File: src/rtl/sipo_pkg.sv
package sipo_pkg;
    typedef enum logic [1:0] {
        ST_IDLE,
        ST_SETUP,
        ST_CAPTURE,
        ST_LATCH
    } shift_state_t;

    localparam logic [4:0] ADDR_CTL0 = 5'h00;
    localparam logic [4:0] ADDR_CTL1 = 5'h04;
    localparam logic [4:0] ADDR_DAT0 = 5'h08;
    localparam logic [4:0] ADDR_DAT1 = 5'h0C;
    localparam logic [4:0] ADDR_ACC  = 5'h10;

    localparam int SW_SEL_BIT  = 31;
    localparam int EDGE_BIT    = 26;
    localparam int DSL_LSB     = 24;
    localparam int PHY1_LSB    = 27;
    localparam int PHY2_LSB    = 15;
    localparam int RATE_LSB    = 23;
    localparam int SRC_LSB     = 30;
    localparam logic [1:0] SRC_BUSCLK = 2'b10;

    localparam int HW_W      = 2;
    localparam int DSL_BASE  = 0;
    localparam int PHY1_BASE = 2;
    localparam int PHY2_BASE = 5;

    localparam logic [31:0] CTL0_RESET = 32'h8000_0000;
endpackage

File: src/rtl/sipo_regs.sv
module sipo_regs
    import sipo_pkg::*;
#(
    parameter int NGROUP = 3
) (
    input  logic              clk,
    input  logic              rst_n,
    input  logic              bus_sel,
    input  logic              bus_wr,
    input  logic [4:0]        bus_addr,
    input  logic [31:0]       bus_wdata,
    output logic [31:0]       bus_rdata,
    input  logic              busy,
    output logic [31:0]       cpu_word,
    output logic              sw_req,
    output logic              sw_mode,
    output logic              edge_sel,
    output logic [HW_W-1:0]   dsl_en,
    output logic [HW_W-1:0]   phy1_en,
    output logic [HW_W-1:0]   phy2_en,
    output logic [NGROUP-1:0] group_en,
    output logic [1:0]        rate_sel,
    output logic [1:0]        src_sel
);
    logic [31:0] ctl0_q, ctl1_q, dat0_q, dat1_q;
    logic        wr_en;

    assign wr_en = bus_sel && bus_wr;

    always_ff @(posedge clk) begin
        if (!rst_n) begin
            ctl0_q <= CTL0_RESET;
            ctl1_q <= '0;
            dat0_q <= '0;
            dat1_q <= '0;
        end else if (wr_en) begin
            unique case (bus_addr)
                ADDR_CTL0: ctl0_q <= bus_wdata;
                ADDR_CTL1: ctl1_q <= bus_wdata;
                ADDR_DAT0: dat0_q <= bus_wdata;
                ADDR_DAT1: dat1_q <= bus_wdata;
                default:   ;
            endcase
        end
    end

    always_comb begin
        unique case (bus_addr)
            ADDR_CTL0: bus_rdata = ctl0_q;
            ADDR_CTL1: bus_rdata = ctl1_q;
            ADDR_DAT0: bus_rdata = dat0_q;
            ADDR_DAT1: bus_rdata = dat1_q;
            ADDR_ACC:  bus_rdata = {31'd0, busy};
            default:   bus_rdata = '0;
        endcase
    end

    assign sw_req   = wr_en && (bus_addr == ADDR_CTL0) && bus_wdata[SW_SEL_BIT];
    assign cpu_word = dat0_q;
    assign sw_mode  = ctl0_q[SW_SEL_BIT];
    assign edge_sel = ctl0_q[EDGE_BIT];
    assign dsl_en   = ctl0_q[DSL_LSB +: HW_W];
    assign phy1_en  = ctl0_q[PHY1_LSB +: HW_W];
    assign phy2_en  = ctl1_q[PHY2_LSB +: HW_W];
    assign group_en = ctl1_q[NGROUP-1:0];
    assign rate_sel = ctl1_q[RATE_LSB +: 2];
    assign src_sel  = ctl1_q[SRC_LSB +: 2];

    assert_ctl0_kept_R2: assert property (@(posedge clk) disable iff (!rst_n)
        !(wr_en && bus_addr == ADDR_CTL0) |=> $stable(ctl0_q));
    assert_dat0_kept_R2: assert property (@(posedge clk) disable iff (!rst_n)
        !(wr_en && bus_addr == ADDR_DAT0) |=> $stable(cpu_word));
endmodule

File: src/rtl/sipo_rate_timer.sv
module sipo_rate_timer #(
    parameter int UNIT_CYCLES = 3_125_000
) (
    input  logic       clk,
    input  logic       rst_n,
    input  logic       en,
    input  logic [1:0] rate_sel,
    output logic       tick
);
    localparam int MAX_PERIOD = UNIT_CYCLES * 20;
    localparam int CW = $clog2(MAX_PERIOD + 1);

    logic [CW-1:0] cnt_q;
    logic [CW-1:0] period;

    always_comb begin
        unique case (rate_sel)
            2'd0: period = CW'(UNIT_CYCLES * 20);
            2'd1: period = CW'(UNIT_CYCLES * 10);
            2'd2: period = CW'(UNIT_CYCLES * 5);
            default: period = CW'(UNIT_CYCLES * 4);
        endcase
    end

    assign tick = en && (cnt_q >= period - CW'(1));

    always_ff @(posedge clk) begin
        if (!rst_n || !en || tick) cnt_q <= '0;
        else cnt_q <= cnt_q + CW'(1);
    end

    assert_tick_restarts_R8: assert property (@(posedge clk) disable iff (!rst_n)
        tick |=> (cnt_q == '0));
    assert_idle_when_off_R8: assert property (@(posedge clk) disable iff (!rst_n)
        !en |=> (cnt_q == '0) && !tick);
endmodule

File: src/rtl/sipo_shift_fsm.sv
module sipo_shift_fsm
    import sipo_pkg::*;
#(
    parameter int NGROUP   = 3,
    parameter int GROUP_W  = 8,
    parameter int HALF_DIV = 4
) (
    input  logic                       clk,
    input  logic                       rst_n,
    input  logic [NGROUP-1:0]          group_en,
    input  logic                       edge_sel,
    input  logic                       req,
    input  logic                       req_hw,
    input  logic [NGROUP*GROUP_W-1:0]  frame_sw,
    input  logic [NGROUP*GROUP_W-1:0]  frame_hw,
    output logic                       busy,
    output logic                       sr_data,
    output logic                       sr_clk,
    output logic                       sr_store
);
    localparam int FRAME_W = NGROUP * GROUP_W;
    localparam int LW      = $clog2(FRAME_W + 1);
    localparam int TW      = $clog2(2 * HALF_DIV) > 0 ? $clog2(2 * HALF_DIV) : 1;

    shift_state_t state_q, state_d;
    logic [FRAME_W-1:0] shreg_q;
    logic [LW-1:0]      bits_left_q;
    logic [LW-1:0]      frame_len;
    logic [TW-1:0]      tmr_q;
    logic               pend_q, pend_hw_q;
    logic               start, drop, tmr_zero;

    always_comb begin
        frame_len = '0;
        for (int g = 0; g < NGROUP; g++) begin
            if (group_en[g]) frame_len = LW'((g + 1) * GROUP_W);
        end
    end

    assign tmr_zero = (tmr_q == '0);
    assign start    = (state_q == ST_IDLE) && pend_q && (frame_len != '0);
    assign drop     = (state_q == ST_IDLE) && pend_q && (frame_len == '0);

    always_comb begin
        state_d = state_q;
        unique case (state_q)
            ST_IDLE:    if (start) state_d = ST_SETUP;
            ST_SETUP:   if (tmr_zero) state_d = ST_CAPTURE;
            ST_CAPTURE: if (tmr_zero) state_d = (bits_left_q == '0) ? ST_LATCH : ST_SETUP;
            ST_LATCH:   if (tmr_zero) state_d = ST_IDLE;
            default:    state_d = ST_IDLE;
        endcase
    end

    always_ff @(posedge clk) begin
        if (!rst_n) begin
            state_q     <= ST_IDLE;
            shreg_q     <= '0;
            bits_left_q <= '0;
            tmr_q       <= '0;
            pend_q      <= 1'b0;
            pend_hw_q   <= 1'b0;
        end else begin
            state_q <= state_d;
            pend_q  <= ((start || drop) ? 1'b0 : pend_q) | req;
            if (req) pend_hw_q <= req_hw;
            unique case (state_q)
                ST_IDLE: begin
                    if (start) begin
                        shreg_q     <= (pend_hw_q ? frame_hw : frame_sw) << (LW'(FRAME_W) - frame_len);
                        bits_left_q <= frame_len - LW'(1);
                        tmr_q       <= TW'(HALF_DIV - 1);
                    end
                end
                ST_SETUP: begin
                    tmr_q <= tmr_zero ? TW'(HALF_DIV - 1) : tmr_q - TW'(1);
                end
                ST_CAPTURE: begin
                    if (tmr_zero) begin
                        if (bits_left_q == '0) begin
                            tmr_q <= TW'(2 * HALF_DIV - 1);
                        end else begin
                            shreg_q     <= shreg_q << 1;
                            bits_left_q <= bits_left_q - LW'(1);
                            tmr_q       <= TW'(HALF_DIV - 1);
                        end
                    end else begin
                        tmr_q <= tmr_q - TW'(1);
                    end
                end
                ST_LATCH: begin
                    if (!tmr_zero) tmr_q <= tmr_q - TW'(1);
                end
                default: ;
            endcase
        end
    end

    always_comb begin
        busy     = (state_q != ST_IDLE) || pend_q;
        sr_data  = (state_q != ST_IDLE) && shreg_q[FRAME_W-1];
        sr_clk   = (state_q == ST_CAPTURE) ^ edge_sel;
        sr_store = (state_q == ST_LATCH);
    end

    assert_store_clk_idle_R6: assert property (@(posedge clk) disable iff (!rst_n)
        sr_store |-> (sr_clk == edge_sel));
    assert_store_min_width_R6: assert property (@(posedge clk) disable iff (!rst_n)
        $rose(sr_store) |=> sr_store);
    assert_data_hold_R5: assert property (@(posedge clk) disable iff (!rst_n)
        (state_q == ST_CAPTURE && $past(state_q) == ST_CAPTURE) |-> $stable(sr_data));
    assert_bits_in_range_R4: assert property (@(posedge clk) disable iff (!rst_n)
        (state_q != ST_IDLE) |-> (bits_left_q < LW'(FRAME_W)));
    assert_quiet_when_free_R12: assert property (@(posedge clk) disable iff (!rst_n)
        !busy |-> !sr_store && !sr_data);
endmodule

File: src/rtl/sipo_cascade_drv.sv
module sipo_cascade_drv
    import sipo_pkg::*;
#(
    parameter int NGROUP      = 3,
    parameter int GROUP_W     = 8,
    parameter int HALF_DIV    = 4,
    parameter int UNIT_CYCLES = 3_125_000
) (
    input  logic        clk,
    input  logic        rst_n,
    input  logic        bus_sel,
    input  logic        bus_wr,
    input  logic [4:0]  bus_addr,
    input  logic [31:0] bus_wdata,
    output logic [31:0] bus_rdata,
    input  logic [1:0]  dsl_in,
    input  logic [1:0]  phy1_in,
    input  logic [1:0]  phy2_in,
    output logic        sr_data,
    output logic        sr_clk,
    output logic        sr_store
);
    localparam int FRAME_W = NGROUP * GROUP_W;

    logic [31:0]        cpu_word;
    logic               sw_req, sw_mode, edge_sel, busy, tick, timer_en;
    logic [HW_W-1:0]    dsl_en, phy1_en, phy2_en;
    logic [NGROUP-1:0]  group_en;
    logic [1:0]         rate_sel, src_sel;
    logic [FRAME_W-1:0] frame_sw, frame_hw;

    sipo_regs #(.NGROUP(NGROUP)) u_regs (
        .clk(clk), .rst_n(rst_n), .bus_sel(bus_sel), .bus_wr(bus_wr),
        .bus_addr(bus_addr), .bus_wdata(bus_wdata), .bus_rdata(bus_rdata),
        .busy(busy), .cpu_word(cpu_word), .sw_req(sw_req), .sw_mode(sw_mode),
        .edge_sel(edge_sel), .dsl_en(dsl_en), .phy1_en(phy1_en), .phy2_en(phy2_en),
        .group_en(group_en), .rate_sel(rate_sel), .src_sel(src_sel)
    );

    assign timer_en = !sw_mode && (src_sel == SRC_BUSCLK);

    sipo_rate_timer #(.UNIT_CYCLES(UNIT_CYCLES)) u_timer (
        .clk(clk), .rst_n(rst_n), .en(timer_en), .rate_sel(rate_sel), .tick(tick)
    );

    assign frame_sw = cpu_word[FRAME_W-1:0];

    for (genvar b = 0; b < FRAME_W; b++) begin : g_src_mux
        if (b >= DSL_BASE && b < DSL_BASE + HW_W) begin : g_dsl
            assign frame_hw[b] = dsl_en[b-DSL_BASE] ? dsl_in[b-DSL_BASE] : cpu_word[b];
        end else if (b >= PHY1_BASE && b < PHY1_BASE + HW_W) begin : g_phy1
            assign frame_hw[b] = phy1_en[b-PHY1_BASE] ? phy1_in[b-PHY1_BASE] : cpu_word[b];
        end else if (b >= PHY2_BASE && b < PHY2_BASE + HW_W) begin : g_phy2
            assign frame_hw[b] = phy2_en[b-PHY2_BASE] ? phy2_in[b-PHY2_BASE] : cpu_word[b];
        end else begin : g_cpu
            assign frame_hw[b] = cpu_word[b];
        end
    end

    sipo_shift_fsm #(.NGROUP(NGROUP), .GROUP_W(GROUP_W), .HALF_DIV(HALF_DIV)) u_fsm (
        .clk(clk), .rst_n(rst_n), .group_en(group_en), .edge_sel(edge_sel),
        .req(sw_req || tick), .req_hw(tick && !sw_req),
        .frame_sw(frame_sw), .frame_hw(frame_hw), .busy(busy),
        .sr_data(sr_data), .sr_clk(sr_clk), .sr_store(sr_store)
    );

    assert_no_tick_in_sw_mode_R8: assert property (@(posedge clk) disable iff (!rst_n)
        sw_mode |-> !tick);
endmodule

File: config.mk
export PLATFORM = sky130hd
export DESIGN_NAME = sipo_cascade_drv
export DESIGN_NICKNAME = d
export VERILOG_FILES = /design/src/rtl/sipo_pkg.sv /design/src/rtl/sipo_regs.sv /design/src/rtl/sipo_rate_timer.sv /design/src/rtl/sipo_shift_fsm.sv /design/src/rtl/sipo_cascade_drv.sv
export SDC_FILE = /design/constraint.sdc
export NUM_CORES = 1
export LEC_CHECK = 0
export BUFFER_PORTS_ARGS = -buffer_cell sky130_fd_sc_hd__buf_2
export CAP_MARGIN = 20
export CORE_MARGIN = 2
export CORE_UTILIZATION = 24
export CTS_BUF_LIST = sky130_fd_sc_hd__clkbuf_4 sky130_fd_sc_hd__clkbuf_8
export DETAILED_ROUTE_END_ITERATION = 10
export GPL_ROUTABILITY_DRIVEN = 0
export HOLD_SLACK_MARGIN = 0.15
export PLACE_DENSITY = 0.41
export SYNTH_ARGS = -nofsm -noshare
export SYNTH_HDL_FRONTEND = slang
export SYNTH_SLANG_ARGS = --single-unit
File: constraint.sdc
create_clock -name clk -period 4.6 [get_ports clk]
set_input_delay 0.92 -clock clk [delete_from_list [all_inputs] [get_ports clk]]
set_output_delay 0.92 -clock clk [all_outputs]
set_load 0.01 [all_outputs]
==> flow_metrics.tcl, run 1 <==
set metrics [dict create \
    status "finished, final reports clean" \
    nets 1239 \
    synth-async-reset-ratio_pct 0 \
    critPathKind "in -> out" \
    cts_setup_buffers 0 \
    end_kind "output port" \
    die_area_sq_mm 0.0410 \
    finalHoldViolCount 0 \
    die_w_um 202 \
    finalSetupViolations 0 \
    synthToLayoutAreaGrowth_pct 12.6 \
    finalSetupTns_ps 0 \
    synth_xor_area_share_pct 2.41 \
    cts_inserted_buffers 17 \
    seq_area_frac_synth_pct 40.2 \
    port-buffer-count 81 \
    synth_cells 1121 \
    synth_edf_count 0 \
    worstPathMaxFanout 26 \
    grt_max_degree 75 \
    cp.arrival_ps 2630 \
    die_h_um 202 \
    root_buffer "clkbuf_8" \
    fin_crit_sh_pct 77.2 \
    grt_setup_unrepaired "no" \
    gr-total-overflow 0 \
    hold_path.class "reg -> reg" \
    vdd_ir_drop_max_v 0.000230 \
    cts_tree "done" \
    crit_path_start_kind "input pin" \
    grt_pass1_vias 7866 \
    ys_warn_count 0 \
    slew_violations 0 \
    cts_resized 0 \
    drv_cap 0 \
    worst_pin_slew_ps 980 \
    htree_num_levels 4 \
    post_drt_wl_per_cell_um 17.9 \
    syn_area_per_cell_sq_um 8.43 \
    syn_area_sq_mm 0.00945 \
    slew_headroom_pct 34.7 \
    start_util_pct 24.4 \
    synth_top_area_share_pct 40.2 \
    period_minus_slack_ps 3550 \
    synthSimpleGateAreaFrac_pct 23.7 \
    cts_buffer_depth 2 \
    cts_sinks 190 \
    final_common_cell "nand2_1" \
    p_leak_nw 3.61 \
    power_density_mw_per_mm2 278 \
    required_ps 3680 \
    core_area_sq_mm 0.0387 \
    postRouteAntennaNets 0 \
    synthFlopType "dfxtp_1" \
    fmax_ghz 0.282 \
    vias 7986 \
    synthAdderAreaFrac_pct 4.24 \
    synth_mux_area_share_pct 8.37 \
    final_cell_mix "nand2_1 (289), dfxtp_1 (190), a21oi_1 (153), buf_2 (81), nor2_1 (55)" \
    ys_top_cells_by_area "dfxtp_1 (40%), nand2_1 (11%), a21oi_1 (8.1%), mux4_2 (7.6%), ha_1 (4.2%)" \
    routed_wl_mm 30.4 \
    drtPass1Iterations 6 \
    synth_cell_types 64 \
    clk_latency_ps 520 \
    grt_pass1_wl_mm 48.1 \
    drt-initial-drc-count 565 \
    io_pins 82 \
    synth_top_area_cell "dfxtp_1" \
    dpl.hpwl_mm 20.4 \
    drc 0 \
    drive_above_1_share_pct 17.2 \
    ctsHoldBuffers 0 \
    synth_compound_area_share_pct 15.7 \
    finalClockSkew_ps 18.3 \
    clk_pin_slew_ps 90 \
    power_mw 2.96 \
    row_count 72 \
    grt_usage_pct 15.2 \
    syn_nets 1200 \
    ys_ff_latch 190 \
    vias_per_cell 4.72 \
    antenna_found_initial 4 \
    synth_top_family_by_area "simple AND/OR/NAND/NOR gates" \
]
[critical path, cell delays in order]
cell and delay [ps]:
buf_2 490, buf_12 320, mux4_2 540, nor2b_1 160, buf_2 190
[power breakdown]
group          internal [mW]  total, mW  leakage, nW  switching [mW]
registers               1.66       1.67         1.53          0.0130
logic                 0.0659      0.199         1.89           0.133
clock network          0.409       1.09        0.191           0.685
total                   2.13       2.96         3.61           0.831
[cell usage after synthesis, types with 3 or more instances]
cell type and number:
nand3_1 11, xnor2_1 14, ha_1 32, nand2b_1 4
a21oi_1 153, inv_1 17, nand2_1 289, nor2b_1 36
nor4_1 29, buf_6 3, nor2_1 55, a211oi_1 9
or3_1 4, buf_4 13, o31ai_1 4, buf_2 18
and3_1 4, o22ai_1 7, o21ai_0 16, o211ai_1 12
mux2i_1 7, nand3b_1 3, a221o_1 4, a21o_1 4
a311oi_1 4, a221oi_1 9, mux4_2 32, clkbuf_1 48
nor3_1 15, dfxtp_1 190, a21oi_2 10, nand4_1 9
xor2_1 12
[registers in the layout, indices dropped and copies added (netlist names)]
| name | count |
|---|---|
| u_fsm.state_q | 2 |
| u_fsm.tmr_q | 3 |
| u_fsm.shreg_q | 24 |
| u_fsm.bits_left_q | 5 |
| u_fsm.pend_q | 1 |
| u_regs.ctl1_q | 32 |
| u_fsm.pend_hw_q | 1 |
| u_regs.cpu_word | 32 |
| u_regs.ctl0_q | 32 |
| u_timer.cnt_q | 26 |
| u_regs.dat1_q | 32 |
[through the flow]
stage | util (%) | worst slack [ps] | cell area (sq um) | instances | hold slack (ps)
final | 27.5 | 1050 | 10600 | 1693 | 458
after global routing | 27.5 | 902 | 10600 | 1691 | 474
after CTS | 27.5 | 992 | 10600 | 1691 | 459
after detailed placement | 26.5 | 1000 | 10300 | 1659 | 446
after global placement | 26.5 | 1030 | 10300 | 1659 | 440
after floorplan | - | 1380 | 9450 | 1121 | 433
[final cells by class]
| type | instances | area [sq um] |
|---|---|---|
| clock inverters | 14 | 121 |
| inverters | 18 | 70.1 |
| diodes | 2 | 5.00 |
| clock buffers | 18 | 248 |
| well taps | 518 | 648 |
| multi-input cells | 829 | 5160 |
| repair buffers | 104 | 591 |
| fillers | 4289 | 28100 |
| flip-flops and latches | 190 | 3800 |
[metal layers]
metal	track usage, %	vias up	share of wire [%]	wire length, um
met5	0	-	0	0
met4	4.67	0	1.5	447
met3	2.39	25	3.4	1020
met2	24.1	142	46	14000
met1	21.0	3831	49	15000
li1	-	3988	-	-
[cell families (layout without fill, tap and decap cells)]
family / after synthesis / after routing
AOI/OAI and AO/OA: 249 / 249
xor gates and xnor gates: 26 / 26
adders and majority gates: 32 / 32
buffers and inverters: 102 / 154
DFF: 190 / 190
muxes: 39 / 39
other: 1 / 3
and+or+nand+nor: 482 / 482
[path summary, 6_finish.rpt]
| kind | startpoint | end | slack (ps) | depth (start not counted) |
|---|---|---|---|---|
| hold reg to reg | u_regs.dat1_q[7]$_SDFFE_PN0P_ | u_regs.dat1_q[7]$_SDFFE_PN0P_ | 460 | 2 |
| setup / recovery | bus_addr[2] | bus_rdata[1] | 1050 | 5 |
| hold / removal | u_regs.dat1_q[7]$_SDFFE_PN0P_ | u_regs.dat1_q[7]$_SDFFE_PN0P_ | 460 | 2 |
| setup reg to reg | u_regs.ctl1_q[23]$_SDFFE_PN0P_ | u_timer.cnt_q[12]$_SDFF_PP0_ | 1530 | 9 |
No activity file was read; power rests on OpenSTA's default activity.
==> run 2: changes to the inputs <==
--- a/config.mk
+++ b/config.mk
@@ -5,6 +5,7 @@
 export SDC_FILE = /design/constraint.sdc
 export NUM_CORES = 1
 export LEC_CHECK = 0
+export ABC_AREA = 1
 export BUFFER_PORTS_ARGS = -buffer_cell sky130_fd_sc_hd__buf_2
 export CAP_MARGIN = 20
 export CORE_MARGIN = 2
@@ -13,7 +14,7 @@
 export DETAILED_ROUTE_END_ITERATION = 10
 export GPL_ROUTABILITY_DRIVEN = 0
 export HOLD_SLACK_MARGIN = 0.15
-export PLACE_DENSITY = 0.41
+export PLACE_DENSITY = 0.42
 export SYNTH_ARGS = -nofsm -noshare
 export SYNTH_HDL_FRONTEND = slang
 export SYNTH_SLANG_ARGS = --single-unit
==> constraint.sdc (replaced) <==
create_clock -name clk -period 2.85 [get_ports clk]
set_input_delay 0.57 -clock clk [delete_from_list [all_inputs] [get_ports clk]]
set_output_delay 0.57 -clock clk [all_outputs]
set_load 0.01 [all_outputs]
==> run 2 against run 1 <==
Core utilization rose by 0.32 points. Sequential power rose by 60%. Power rose by 64%. Synthesized cell count rose by 18%. Critical path depth rose by 3. Area after synthesis fell by 0.98%. Flip-flop and latch count did not move. Setup slack got worse by 740 ps.
==> flow_metrics.tcl, run 2 <==
set metrics [dict create \
    status "finished, final reports clean" \
    ys_ff_latch 190 \
    dp.cells 1878 \
    r2r-start "u_regs.ctl1_q[23]$_SDFFE_PN0P_" \
    drv_cap 0 \
    synthFlopType "dfxtp_1" \
    place_area_sq_mm 0.0103 \
    ys_top_cells_by_area "dfxtp_1 (41%), nor2_1 (12%), nand2_1 (9.1%), o21ai_0 (8.3%), ha_1 (4.3%)" \
    final_cell_area_sq_mm 0.0107 \
    syn_nets 1405 \
    dpl.hpwl_mm 21.1 \
    start_util_pct 24.3 \
    fin_crit_sh_pct 89.2 \
    drtPass1Iterations 4 \
    core_area_sq_mm 0.0386 \
    finalClockSkew_ps 23.3 \
    grt_setup_unrepaired "no" \
    cts_resized 0 \
    final_common_cell "nor2_1" \
    cts_tree "done" \
    cts_buffer_depth 2 \
    grt_max_degree 156 \
    nets 1458 \
    synth_mux_area_share_pct 0 \
    routed_wl_mm 31.2 \
    drc 0 \
    synth_cells 1326 \
    cts_setup_buffers 0 \
    grt_pass1_wl_mm 48.9 \
    syn_area_per_cell_sq_um 7.06 \
    vias_per_cell 4.51 \
    synth_top_area_share_pct 40.6 \
    critPathKind "in -> out" \
    cp.arrival_ps 1970 \
    slew_violations 0 \
    synth_edf_count 0 \
    ys_warn_count 0 \
    slew_headroom_pct 39.6 \
    power_density_mw_per_mm2 452 \
    synth_compound_area_share_pct 16.8 \
    cp-startpoint "bus_addr[1]" \
    post_drt_wl_per_cell_um 16.3 \
    fmax_ghz 0.393 \
    comb_power_share_pct 3.9 \
    grt_usage_pct 15.6 \
    p_sw_share_pct 26.7 \
    die_area_sq_mm 0.0406 \
    required_ps 2280 \
    finalSetupTns_ps 0 \
    final_cell_mix "nor2_1 (296), nand2_1 (226), dfxtp_1 (190), o21ai_0 (155), inv_1 (99)" \
    synth_commonest_cells "nor2_1 (296), nand2_1 (226), dfxtp_1 (190)" \
    seq_power_share_pct 55.2 \
    p_sw_mw 1.29 \
    seq_area_frac_synth_pct 40.6 \
    drt-initial-drc-count 519 \
    power_mw 4.85 \
    port-buffer-count 81 \
    clk_latency_ps 520 \
    period_minus_slack_ps 2540 \
    finalHoldViolCount 0 \
    vdd_ir_drop_max_v 0.000394 \
    root_buffer "clkbuf_8" \
    worst_pin_slew_ps 905 \
    gr-total-overflow 0 \
    grt_pass1_vias 8472 \
    cts_inserted_buffers 17 \
    ctsHoldBuffers 0 \
    intPower_mw 3.55 \
    holdCritStartpoint "bus_wdata[2]" \
    cts_sinks 190 \
    row_count 72 \
    die_w_um 201 \
    synth_xor_area_share_pct 2.43 \
    postRouteAntennaNets 0 \
    crit_path_start_kind "input pin" \
    timing.final.ws_setup_ps 308 \
    vias 8624 \
    fillerInstances 4327 \
    drive_above_1_share_pct 11.7 \
    synthAdderAreaFrac_pct 4.28 \
    p_leak_nw 4.38 \
    hold_path.class "in -> reg" \
    syn_area_sq_mm 0.00936 \
    synth_most_common_cell "nor2_1" \
    synth_top_family_by_area "simple AND/OR/NAND/NOR gates" \
    clkPwrFrac_pct 40.9 \
    fin_cells 1912 \
    io_pins 82 \
    pre_cts_ws_ps 287 \
    finalSetupViolations 0 \
    synth-async-reset-ratio_pct 0 \
    worstPathMaxFanout 31 \
    antenna_found_initial 2 \
    synth_top_area_cell "dfxtp_1" \
    clk_pin_slew_ps 120 \
    htree_num_levels 4 \
    end_kind "output port" \
    synthToLayoutAreaGrowth_pct 14.5 \
    synth_cell_types 42 \
    synthSimpleGateAreaFrac_pct 27.7 \
    die_h_um 201 \
]
[run 2: cells by family after synthesis]
kind of cell               after synthesis
AOI/OAI and AO/OA                      287
xor gates and xnor gates                26
adders and majority gates               32
buffers and inverters                  172
DFF                                    190
other                                    1
and+or+nand+nor                        618
[run 2: critical path, stage by stage]
cell,delay (ps)
buf_2,110
nor2_4,190
nand3_1,220
inv_1,160
buf_12,220
nand2_1,70
o2111ai_1,200
buf_2,210
[run 2: stage by stage]
step | utilization (%) | hold WS (ps)
6_report | 27.8 | 330
5_1_grt | 27.8 | 320
4_1_cts | 27.8 | 293
3_5_place_dp | 26.7 | 455
3_3_place_gp | 26.7 | 451
2_1_floorplan | - | 426
[run 2: final timing paths]
check	cells past startpoint	end	slack [ps]
max	8	bus_rdata[31]	310
min reg2reg	1	u_timer.cnt_q[0]$_SDFF_PP0_	480
max reg2reg	14	u_timer.cnt_q[21]$_SDFF_PP0_	440
min	3	u_regs.ctl0_q[2]$_SDFFE_PN0P_	330
[run 2: layer usage]
layer | vias up | wire length, um | GRT usage [%]
met4 | 0 | 604 | 4.73
li1 | 4422 | - | -
met5 | - | 0 | 0
met3 | 28 | 1050 | 2.67
met1 | 4021 | 15200 | 20.8
met2 | 153 | 14400 | 25.6
[run 2: final cells by class]
type,instances,area (sq um),share of cell area [%]
inverters,107,407,3.79
clock buffers,17,234,2.18
well taps,518,648,6.05
clock inverters,15,188,1.75
multi-input cells,964,4790,44.7
diodes,2,5.00,0.0467
repair buffers,99,643,6.00
flip-flops and latches,190,3800,35.5
[run 2: power groups by stage]
stage / Combinational, mW / Sequential, mW / Clock (mW)
after floorplan: 0.0847 / 2.73 / 0
after global placement: 0.191 / 2.74 / 0
after detailed placement: 0.191 / 2.74 / 0
after CTS: 0.191 / 2.68 / 2.07
after global routing: 0.208 / 2.68 / 2.15
final: 0.189 / 2.67 / 1.98
==> run 3: changes to the inputs <==
--- a/config.mk
+++ b/config.mk
@@ -15,6 +15,7 @@
 export GPL_ROUTABILITY_DRIVEN = 0
 export HOLD_SLACK_MARGIN = 0.15
 export PLACE_DENSITY = 0.42
+export SETUP_SLACK_MARGIN = 0.5
 export SYNTH_ARGS = -nofsm -noshare
 export SYNTH_HDL_FRONTEND = slang
 export SYNTH_SLANG_ARGS = --single-unit
==> run 3 against run 2 <==
Power is 0.67% higher. Global-route usage is 0.35 points higher. Final area is 6.2% higher. Routed wire length is 6.0% higher. Via count is 2.5% higher. Non-clock buffer count is 19 higher. Sequential share of layout area is 2.0 points lower. Core utilization is 1.7 points higher. First-iteration DRC count is 6.7% higher. Register-to-register slack better by 250 ps. Setup slack better by 180 ps. Clock skew hardly changed. Critical path type unchanged.
==> flow_metrics.tcl, run 3 (same netlist as run 2, synthesis figures left out) <==
set metrics [dict create \
    vdd_ir_drop_max_v 0.000396 \
    drt-initial-drc-count 554 \
    critPathKind "in -> out" \
    port-buffer-count 81 \
    grt_usage_pct 15.9 \
    htree_num_levels 4 \
    worstPathCellList "buf_6, nor2_4, buf_12, nand3_4, clkinv_4, buf_12, clkbuf_16, nand2_4, nand4_1, buf_2" \
    finalSetupTns_ps 0 \
    final_cell_mix "nor2_1 (296), nand2_1 (214), dfxtp_1 (187), o21ai_0 (155), inv_1 (92)" \
    worstPathMaxFanout 6 \
    intPower_mw 3.57 \
    p_leak_nw 4.74 \
    fillerInstances 4304 \
    root_buffer "clkbuf_8" \
    cp.arrival_ps 1800 \
    postRouteAntennaNets 0 \
    gr-total-overflow 0 \
    dpl.hpwl_mm 21.1 \
    die_w_um 201 \
    grt_max_degree 156 \
    cpMostUsedCell "buf_12" \
    synthToLayoutAreaGrowth_pct 21.6 \
    clkPwrFrac_pct 40.7 \
    cp-startpoint "bus_addr[1]" \
    clk_latency_ps 520 \
    timing.final.ws_setup_ps 483 \
    final_cell_area_sq_mm 0.0114 \
    grt_pass1_vias 8581 \
    critPathTopFamily "buffers and inverters" \
    holdCritStartpoint "bus_wdata[2]" \
    drv_cap 0 \
    finalHoldViolCount 0 \
    p_sw_share_pct 26.9 \
    die_h_um 201 \
    drive_above_1_share_pct 16.5 \
    start_util_pct 24.3 \
    comb_power_share_pct 4.5 \
    slowest_stage "clkbuf_16" \
    slew_violations 0 \
    p_sw_mw 1.31 \
    cts_sinks 190 \
    grt_pass1_wl_mm 49.9 \
    period_minus_slack_ps 2370 \
    row_count 72 \
    required_ps 2280 \
    cp_num_buf_inv 6 \
    finalClockSkew_ps 23.1 \
    post_drt_wl_per_cell_um 17.1 \
    power_density_mw_per_mm2 429 \
    hold_path.class "in -> reg" \
    slowest_delay_ps 180 \
    worst_pin_slew_ps 920 \
    io_pins 82 \
    end_kind "output port" \
    whs_ps 332 \
    ctsHoldBuffers 0 \
    clk_pin_slew_ps 130 \
    place_area_sq_mm 0.0103 \
    final_common_cell "nor2_1" \
    crit_path_start_kind "input pin" \
    slew_headroom_pct 38.6 \
    fin_crit_sh_pct 83.0 \
    core_area_sq_mm 0.0386 \
    cts_buffer_depth 2 \
    vias_per_cell 4.58 \
    antenna_found_initial 2 \
    drc 0 \
    die_area_sq_mm 0.0406 \
    nets 1477 \
    finalSetupViolations 0 \
    grt_setup_unrepaired "yes" \
    drtPass1Iterations 5 \
    seq_power_share_pct 54.8 \
    vias 8842 \
    r2r-start "u_regs.ctl1_q[23]$_SDFFE_PN0P_" \
    routed_wl_mm 33.1 \
    fmax_ghz 0.422 \
    status "finished, final reports clean" \
    cts_tree "done" \
    cts_inserted_buffers 17 \
    pre_cts_ws_ps 287 \
]
run 3: cell count changes in the layout (fill, tap and decap cells not counted), moves of 5 or more:
cell	before	now
buf_4	11	18
ha_1	32	27
inv_1	99	92
nand2_1	226	214
nand2_4	0	10
o2111ai_1	24	6
o2111ai_2	0	17
run 3: worst paths after layout:
check,to,slack [ps],cells past startpoint
worst min register to register,u_timer.cnt_q[0]$_SDFF_PP0_,470,1
worst min-delay path,u_regs.ctl0_q[2]$_SDFFE_PN0P_,330,3
worst max register to register,u_timer.cnt_q[17]$_SDFF_PP0_,690,14
worst max-delay path,bus_rdata[3],480,10
run 3: power groups by stage:
stage	clock, mW	combinational [mW]	sequential [mW]
3_5_place_dp	0	0.191	2.74
5_1_grt	2.14	0.240	2.68
2_1_floorplan	0	0.0847	2.73
6_report	1.99	0.221	2.67
3_3_place_gp	0	0.191	2.74
4_1_cts	2.07	0.206	2.68
run 3: repair_timing:
action	CTS	global route
resized for setup	24	66
pin swaps	3	16
buffers inserted	7	5
setup endpoints to repair	59	59
cloned	2	5
run 3: area by class of cell:
type	instances	area (sq um)	area share, %
inverters	107	438	3.85
clock inverters	15	188	1.65
flip-flops and latches	190	3810	33.5
multi-input cells	964	5090	44.7
diodes	2	5.00	0.0440
well taps	518	648	5.69
repair buffers	118	966	8.48
clock buffers	17	234	2.06
run 3: worst reg2reg max path, cell delays in order (launching register included):
cell and delay (ps):
dfxtp_4 400, inv_4 80, ha_4 280, inv_2 50
ha_1 270, nand2_1 60, nor2_2 150, nand4_1 140
nor2_1 120, nand2_1 70, nand3_2 70, nand2_2 70
nand2_4 110, clkbuf_16 170, nor2_1 40
run 3: per-stage QoR:
stage / cells / power [mW] / util (%)
2_1_floorplan: 1326 / 2.82 / -
3_3_place_gp: 1878 / 2.93 / 26.7
3_5_place_dp: 1878 / 2.93 / 26.7
4_1_cts: 1919 / 4.95 / 28.4
5_1_grt: 1929 / 5.06 / 29.5
6_report: 1931 / 4.88 / 29.5
run 3: routing by layer:
| metal | vias up | global-route usage (%) | wire length, um |
|---|---|---|---|
| li1 | 4474 | - | - |
| met1 | 4194 | 21.3 | 15800 |
| met2 | 141 | 26.3 | 15500 |
| met3 | 33 | 2.66 | 1140 |
| met4 | 0 | 4.60 | 679 |
| met5 | - | 0 | 0 |
